===== src/rtl/cfgbus_bridge.sv =====
module cfgbus_bridge #(
  parameter int AW = 8,
  parameter int TW = 16,
  parameter logic [AW-1:0] DATA_OFS = 'hA0,
  parameter logic [AW-1:0] CTRL_OFS = 'hA4,
  parameter logic [AW-1:0] STAT_OFS = 'hA8
) (
  input  logic          clk,
  input  logic          rst_n,
  input  logic [AW-1:0] bus_addr,
  input  logic          bus_we,
  input  logic [31:0]   bus_wdata,
  output logic [31:0]   bus_rdata,
  input  logic [TW-1:0] resp_timeout,
  output logic          req_valid,
  input  logic          req_ready,
  output logic [31:0]   req_cmd,
  output logic [31:0]   req_wdata,
  input  logic          resp_valid,
  input  logic [31:0]   resp_rdata,
  input  logic          resp_err
);
  typedef enum logic [1:0] {S_IDLE, S_REQ, S_WAIT} state_t;

  state_t        state_q;
  logic [30:0]   ctrl_q;
  logic [31:0]   data_q;
  logic [1:0]    stat_q;
  logic [TW-1:0] cnt_q, lim_q;

  wire busy     = (state_q != S_IDLE);
  wire got_resp = (state_q == S_WAIT) && resp_valid;
  wire expired  = busy && !got_resp && (cnt_q == lim_q);
  wire is_write = ctrl_q[30];

  assign req_valid = (state_q == S_REQ);
  assign req_cmd   = {1'b1, ctrl_q};
  assign req_wdata = data_q;

  always_comb begin
    bus_rdata = '0;
    if (bus_addr == DATA_OFS) bus_rdata = data_q;
    else if (bus_addr == CTRL_OFS) bus_rdata = {busy, ctrl_q};
    else if (bus_addr == STAT_OFS) bus_rdata = {30'd0, stat_q};
  end

  always_ff @(posedge clk) begin
    if (!rst_n) begin
      state_q <= S_IDLE;
      ctrl_q  <= '0;
      data_q  <= '0;
      stat_q  <= '0;
      cnt_q   <= '0;
      lim_q   <= '0;
    end else if (!busy) begin
      if (bus_we) begin
        if (bus_addr == DATA_OFS) data_q <= bus_wdata;
        if (bus_addr == STAT_OFS) stat_q <= bus_wdata[1:0];
        if (bus_addr == CTRL_OFS) begin
          ctrl_q <= {bus_wdata[30:20], 2'b00, bus_wdata[17:0]};
          if (bus_wdata[31]) begin
            state_q <= S_REQ;
            cnt_q   <= '0;
            lim_q   <= resp_timeout;
          end
        end
      end
    end else if (got_resp) begin
      stat_q  <= resp_err ? 2'b10 : 2'b01;
      if (!resp_err && !is_write) data_q <= resp_rdata;
      state_q <= S_IDLE;
    end else if (expired) begin
      stat_q  <= 2'b11;
      state_q <= S_IDLE;
    end else begin
      cnt_q <= cnt_q + 1'b1;
      if (state_q == S_REQ && req_ready) state_q <= S_WAIT;
    end
  end

  assert_start_R2: assert property (@(posedge clk) disable iff (!rst_n)
    (!busy && bus_we && bus_addr == CTRL_OFS && bus_wdata[31]) |=> (req_valid && req_cmd[31]));

  assert_req_hold_R4: assert property (@(posedge clk) disable iff (!rst_n)
    (req_valid && !req_ready && !expired) |=> (req_valid && $stable(req_cmd) && $stable(req_wdata)));

  assert_finish_status_R5: assert property (@(posedge clk) disable iff (!rst_n)
    $fell(busy) |-> (stat_q != 2'b00));

  assert_timeout_R8: assert property (@(posedge clk) disable iff (!rst_n)
    expired |=> (!busy && stat_q == 2'b11));

  assert_busy_ignore_R9: assert property (@(posedge clk) disable iff (!rst_n)
    (busy && bus_we) |=> $stable(ctrl_q));
endmodule


===== config.mk =====
export PLATFORM = sky130hd
export DESIGN_NAME = cfgbus_bridge
export DESIGN_NICKNAME = d
export VERILOG_FILES = /design/src/rtl/cfgbus_bridge.sv
export SDC_FILE = /design/constraint.sdc
export NUM_CORES = 1
export LEC_CHECK = 0
export BUFFER_PORTS_ARGS = -buffer_cell sky130_fd_sc_hd__buf_2
export CORE_UTILIZATION = 52
export CTS_CLUSTER_SIZE = 25
export DETAILED_ROUTE_END_ITERATION = 10
export GPL_TIMING_DRIVEN = 0
export PLACE_DENSITY = 0.9
export SLEW_MARGIN = 20
export SYNTH_ARGS = -nofsm -noshare
export SYNTH_HDL_FRONTEND = slang
export SYNTH_SLANG_ARGS = --single-unit
export TNS_END_PERCENT = 30

===== constraint.sdc =====
create_clock -name clk -period 2.7 [get_ports clk]
set_input_delay 0.135 -clock clk [delete_from_list [all_inputs] [get_ports clk]]
set_output_delay 0.135 -clock clk [all_outputs]
set_load 0.01 [all_outputs]

Word level (Yosys, flattened, before mapping)
Cells that the tools add are included.

word-level totals
  output and inout port bits = 97
  logic and storage cells = 67
  flip-flop bits (word level) = 97

operators by class
  reduce and logical (&&, ||, !) cells = 20
  equality and inequality tests = 12
  bitwise gates (word level) = 1
  add/subtract/negate cells = 1
  multiplexer cells = 27

operators with widths
  operator                 number
  $mux W32                 7
  $mux W16                 6
  $mux W2                  14
  $eq A8 B8 Y1 const B     3
  $add A16 B1 Y16 const B  1
  $eq A16 B16 Y1           1
  $reduce_and A4 Y1        3
  $reduce_bool A2 Y1       6
  $reduce_and A3 Y1        2
  $logic_and A1 B1 Y1      5
  $reduce_and A5 Y1        1
  $ne A2 B1 Y1 const B     2
  $ne A2 B2 Y1 const B     2
  $ne A4 B1 Y1 const B     1
  $logic_not A1 Y1         3
  $ne A3 B1 Y1 const B     1
  $eq A2 B1 Y1 const B     1
  $eq A2 B2 Y1 const B     1
  $not A1 Y1               1

Logic depth before layout (Yosys ltp)
  word-level depth = 8
  mapped depth = 8

Least setup slack after synthesis
No wires, ideal clock.

  path kind = register -> register
  start point = register cnt_q[3]
  end point = register cnt_q[8]
  clock period less this slack = 1.581 ns
  cell stages (with the launch flop) = 9
  data arrival time = 1.513 ns
  required time = 2.632 ns
  library setup time = 0.068 ns
  slack = 1.119 ns
  path through = dfxtp_1 buf_6 xnor2_2 nand4_2 nor4_4 buf_6 buf_12 o21ai_2 a21oi_2

on the way
  longest elaborated chain between the ends = 4
  elaborated cells on any way between the ends = 8

ends and longest elaborated chain
  element                                                   RTL line  RTL
  from (decl)                                               29        logic [TW-1:0] cnt_q, lim_q;
  from (signal assigned)                                    76        cnt_q <= cnt_q + 1'b1;
  $add A16 B1 Y16 / $eq A16 B16 Y1 (equally long branches)  76, 33
  $mux W16 / $logic_and A1 B1 Y1 (equally long branches)    72, 33
  $mux W16 / $ne A2 B2 Y1 (equally long branches)           n/a
  $mux W16 / $reduce_and A5 Y1 (equally long branches)      n/a

Several ways; a longest one is shown, not always the timed one. The select of a mux whose other input is x is not followed.
A chain may end at the register's enable or synchronous reset.

Worst setup path after layout
  start point = register cnt_q[0]
  end point = register cnt_q[8]

Same word-level chain as after synthesis.

==> metrics.txt <==
outcome=finished clean; clock skew=0.0124 ns; Place WS=0.833 ns; most frequent cell after synthesis=dfxtp_1; async set-or-reset flop fraction in the synthesized netlist=0%; first-pass GRT wire length=23,300 um; post_cts resized=0; Area Overhead vs Synth=28.4%; dpl cell area=0.00576 mm2; Slew headroom=59.4%; htree depth=3; global placement routability congestion=0.911; worst hold margin=0.000817 ns; EDFF count, synth=0; WL final=14,700 um; Yosys top cell area share=41.4%; top post-synthesis cells by count=dfxtp_1, nand2_1, nor2_1; Reg2Reg Depth=6; crit end category=register; # port buffers=187; Mapped Avg Cell Area=8.80 um2; Pleak=0.00262 uW; I/O Pins=191; Worst Hold Path Cells=3; Die Ht=97.0 um; critical path peak fanout=5; die area=0.00940 mm2; drt drc=0; post-synth top area cell=dfxtp_1; maximum vdd drop=0.000252 V; initial antenna violation count=0; clk slew on worst S/H paths=0.11 ns; DPL Wire Length=11,100 um; switching power total=633 uW; reg2reg setup slack=0.73 ns; # diodes=0; Total GRT Usage=30.7%; Reg power frac=53.1%; synthesis-stage register bit count=97; Pins Over Slew Limit=0; Seq/Total Area, Yosys=41.4%; worst min-delay path category=primary input to register; drt first pass iters=4; post-route design area=0.00602 mm2; P per Cell Area=449 mW/mm2; synthesized cell area=0.00469 mm2; crit path time final=1.97 ns; root buffer cell=clkbuf_8; Gate power share=6.0%; largest cells by area after synthesis=dfxtp_1, mux2i_1, nand2_1; vias in the first global route=4,907; fmax=506 MHz; total grt overflow=0; layout cells sized above 1=33.8%; Rows=34; endpoints failing setup=0; yosys synthesis warning count=0; startpoint types=register; TritonCTS Buffers=9; CP Class=register to register; via count=4,959; clk_lat worst skew=0.37 ns; final worst slack=0.725 ns; measured slew at the worst slew-check pin=0.610 ns; core footprint=0.00872 mm2; Final Hold Viols=0; DRT iter0 DRCs=248; Gate Count Post-Synth=533; CTS tree=built; R2R Path End=cnt_q[8]$_SDFFE_PN0P_; Total Neg Setup Slack=0 ns; internal cell power=2070 uW; RSZ-0062 raised after global routing=no; worst hold endpoint=ctrl_q[12]$_SDFFE_PN0P_; Hold Path Origin=bus_wdata[12]; vias per cell=5.85; clock network fraction of total power=41.0%; clk buf depth=2; Top FF cell, synth=dfxtp_1; total power=2700 uW; # clock sinks=97; Crit path arrival time=2.27 ns; DIE WIDTH=97.0 um; Starting Density=53.8%; Tcrit/Tclk final=73.1%; Critical Path RT=2.99 ns; count of cell types in the netlist=49; DR WL/cell=17.4 um; reg2reg start=cnt_q[0]$_SDFFE_PN0P_; Sw Share=23.4%; largest net degree at the start of global routing=18; Max Cap Viol=0; Detail Route Antenna Nets=0; nets@finish=829
[cells in the final DEF, fill, tap and decap left out, types with 2 or more instances in the layout]
cell	Yosys	routed
bufinv_16	0	2
or4_1	3	3
nand2_1	73	73
nand3_1	9	9
buf_4	5	5
nand2b_1	2	2
buf_2	14	201
dlygate4sd3_1	0	2
and2_1	2	2
nor2_1	60	60
nor2b_1	2	2
clkbuf_1	15	15
a22o_1	28	28
inv_2	2	2
and3_1	4	4
dfxtp_1	97	97
a21oi_2	7	7
clkbuf_8	0	10
buf_6	2	2
o211ai_1	3	3
a21oi_1	41	41
o21ai_0	5	5
or3_1	13	13
mux2i_1	52	52
xnor2_1	15	15
conb_1	2	3
o21ai_2	6	6
nor3_1	3	3
inv_1	2	2
clkinv_4	0	2
a211oi_1	34	34
nand4_1	11	11
[per-layer routing]
metal / GRT usage (%) / up-vias / share of wire [%]
li1: - / 2302 / -
met1: 34.4 / 2381 / 38
met2: 56.1 / 232 / 53
met3: 5.85 / 44 / 6.7
met4: 13.5 / 0 / 2.6
met5: 0 / - / 0
[worst max path at each step]
stage | cells after the start | from | endpoint
6_report | 6 | cnt_q[0]$_SDFFE_PN0P_ | cnt_q[8]$_SDFFE_PN0P_
5_1_grt | 6 | cnt_q[0]$_SDFFE_PN0P_ | cnt_q[8]$_SDFFE_PN0P_
2_1_floorplan | 8 | cnt_q[3]$_SDFFE_PN0P_ | cnt_q[8]$_SDFFE_PN0P_
4_1_cts | 6 | cnt_q[2]$_SDFFE_PN0P_ | cnt_q[8]$_SDFFE_PN0P_
3_5_place_dp | 6 | bus_addr[6] | req_wdata[28]$_SDFFE_PN0P_
3_3_place_gp | 6 | bus_addr[6] | req_wdata[3]$_SDFFE_PN0P_
[cell families (layout without fill, tap and decap cells)]
logic type / after synthesis / count (layout) / share of synthesized area [%]
adder cells (fa/ha/maj): 1 / 1 / 0.267
buffers and inverters: 44 / 249 / 5.18
AO/OA/AOI/OAI: 128 / 128 / 19.2
multiplexers: 52 / 52 / 11.1
other: 2 / 3 / 0.160
XOR/XNOR: 16 / 16 / 3.15
AND/OR/NAND/NOR: 193 / 193 / 19.5
flip-flops: 97 / 97 / 41.4
[metrics by stage]
stage	instances	utilization [%]
final	847	69.0
after global routing	847	69.0
after CTS	846	68.9
after detailed placement	829	66.1
after global placement	829	66.1
after floorplan	534	-
[sequential cells by signal, indices dropped and copies added (netlist names)]
register,cells
cnt_q,16
req_wdata,32
stat_q,2
ctrl_q,29
state_q,2
lim_q,16
[cell type report]
cell class              count  area [um2]
well taps                 108         135
plain buffers              40         228
inverters                   4        15.0
fillers                   695        2700
clock buffers              10         138
multi-input cells         393        2510
clock inverters             6        97.6
flip-flops and latches     97        1940
repair buffers            189         956
[power by group through the flow]
stage / Sequential [uW] / Combinational, uW / Clock, uW
finish: 1430 / 161 / 1110
floorplan: 1470 / 56.6 / 0
detailed placement: 1470 / 155 / 0
global route: 1430 / 174 / 1150
global placement: 1470 / 151 / 0
CTS: 1430 / 157 / 1100
[repair_timing]
item,CTS,global route
setup buffers,0,0
endpoints found under the setup margin,0,0
hold buffers,1,1
hold endpoints to repair,1,1
[critical path, cell delays in order (launching register included)]
cell and delay (ns):
dfxtp_1 0.46, ha_1 0.27, nand2_1 0.11, a21oi_1 0.35, nand3_1 0.18, or3_1 0.37
a21oi_2 0.15
No activity file was read; power rests on OpenSTA's default activity.
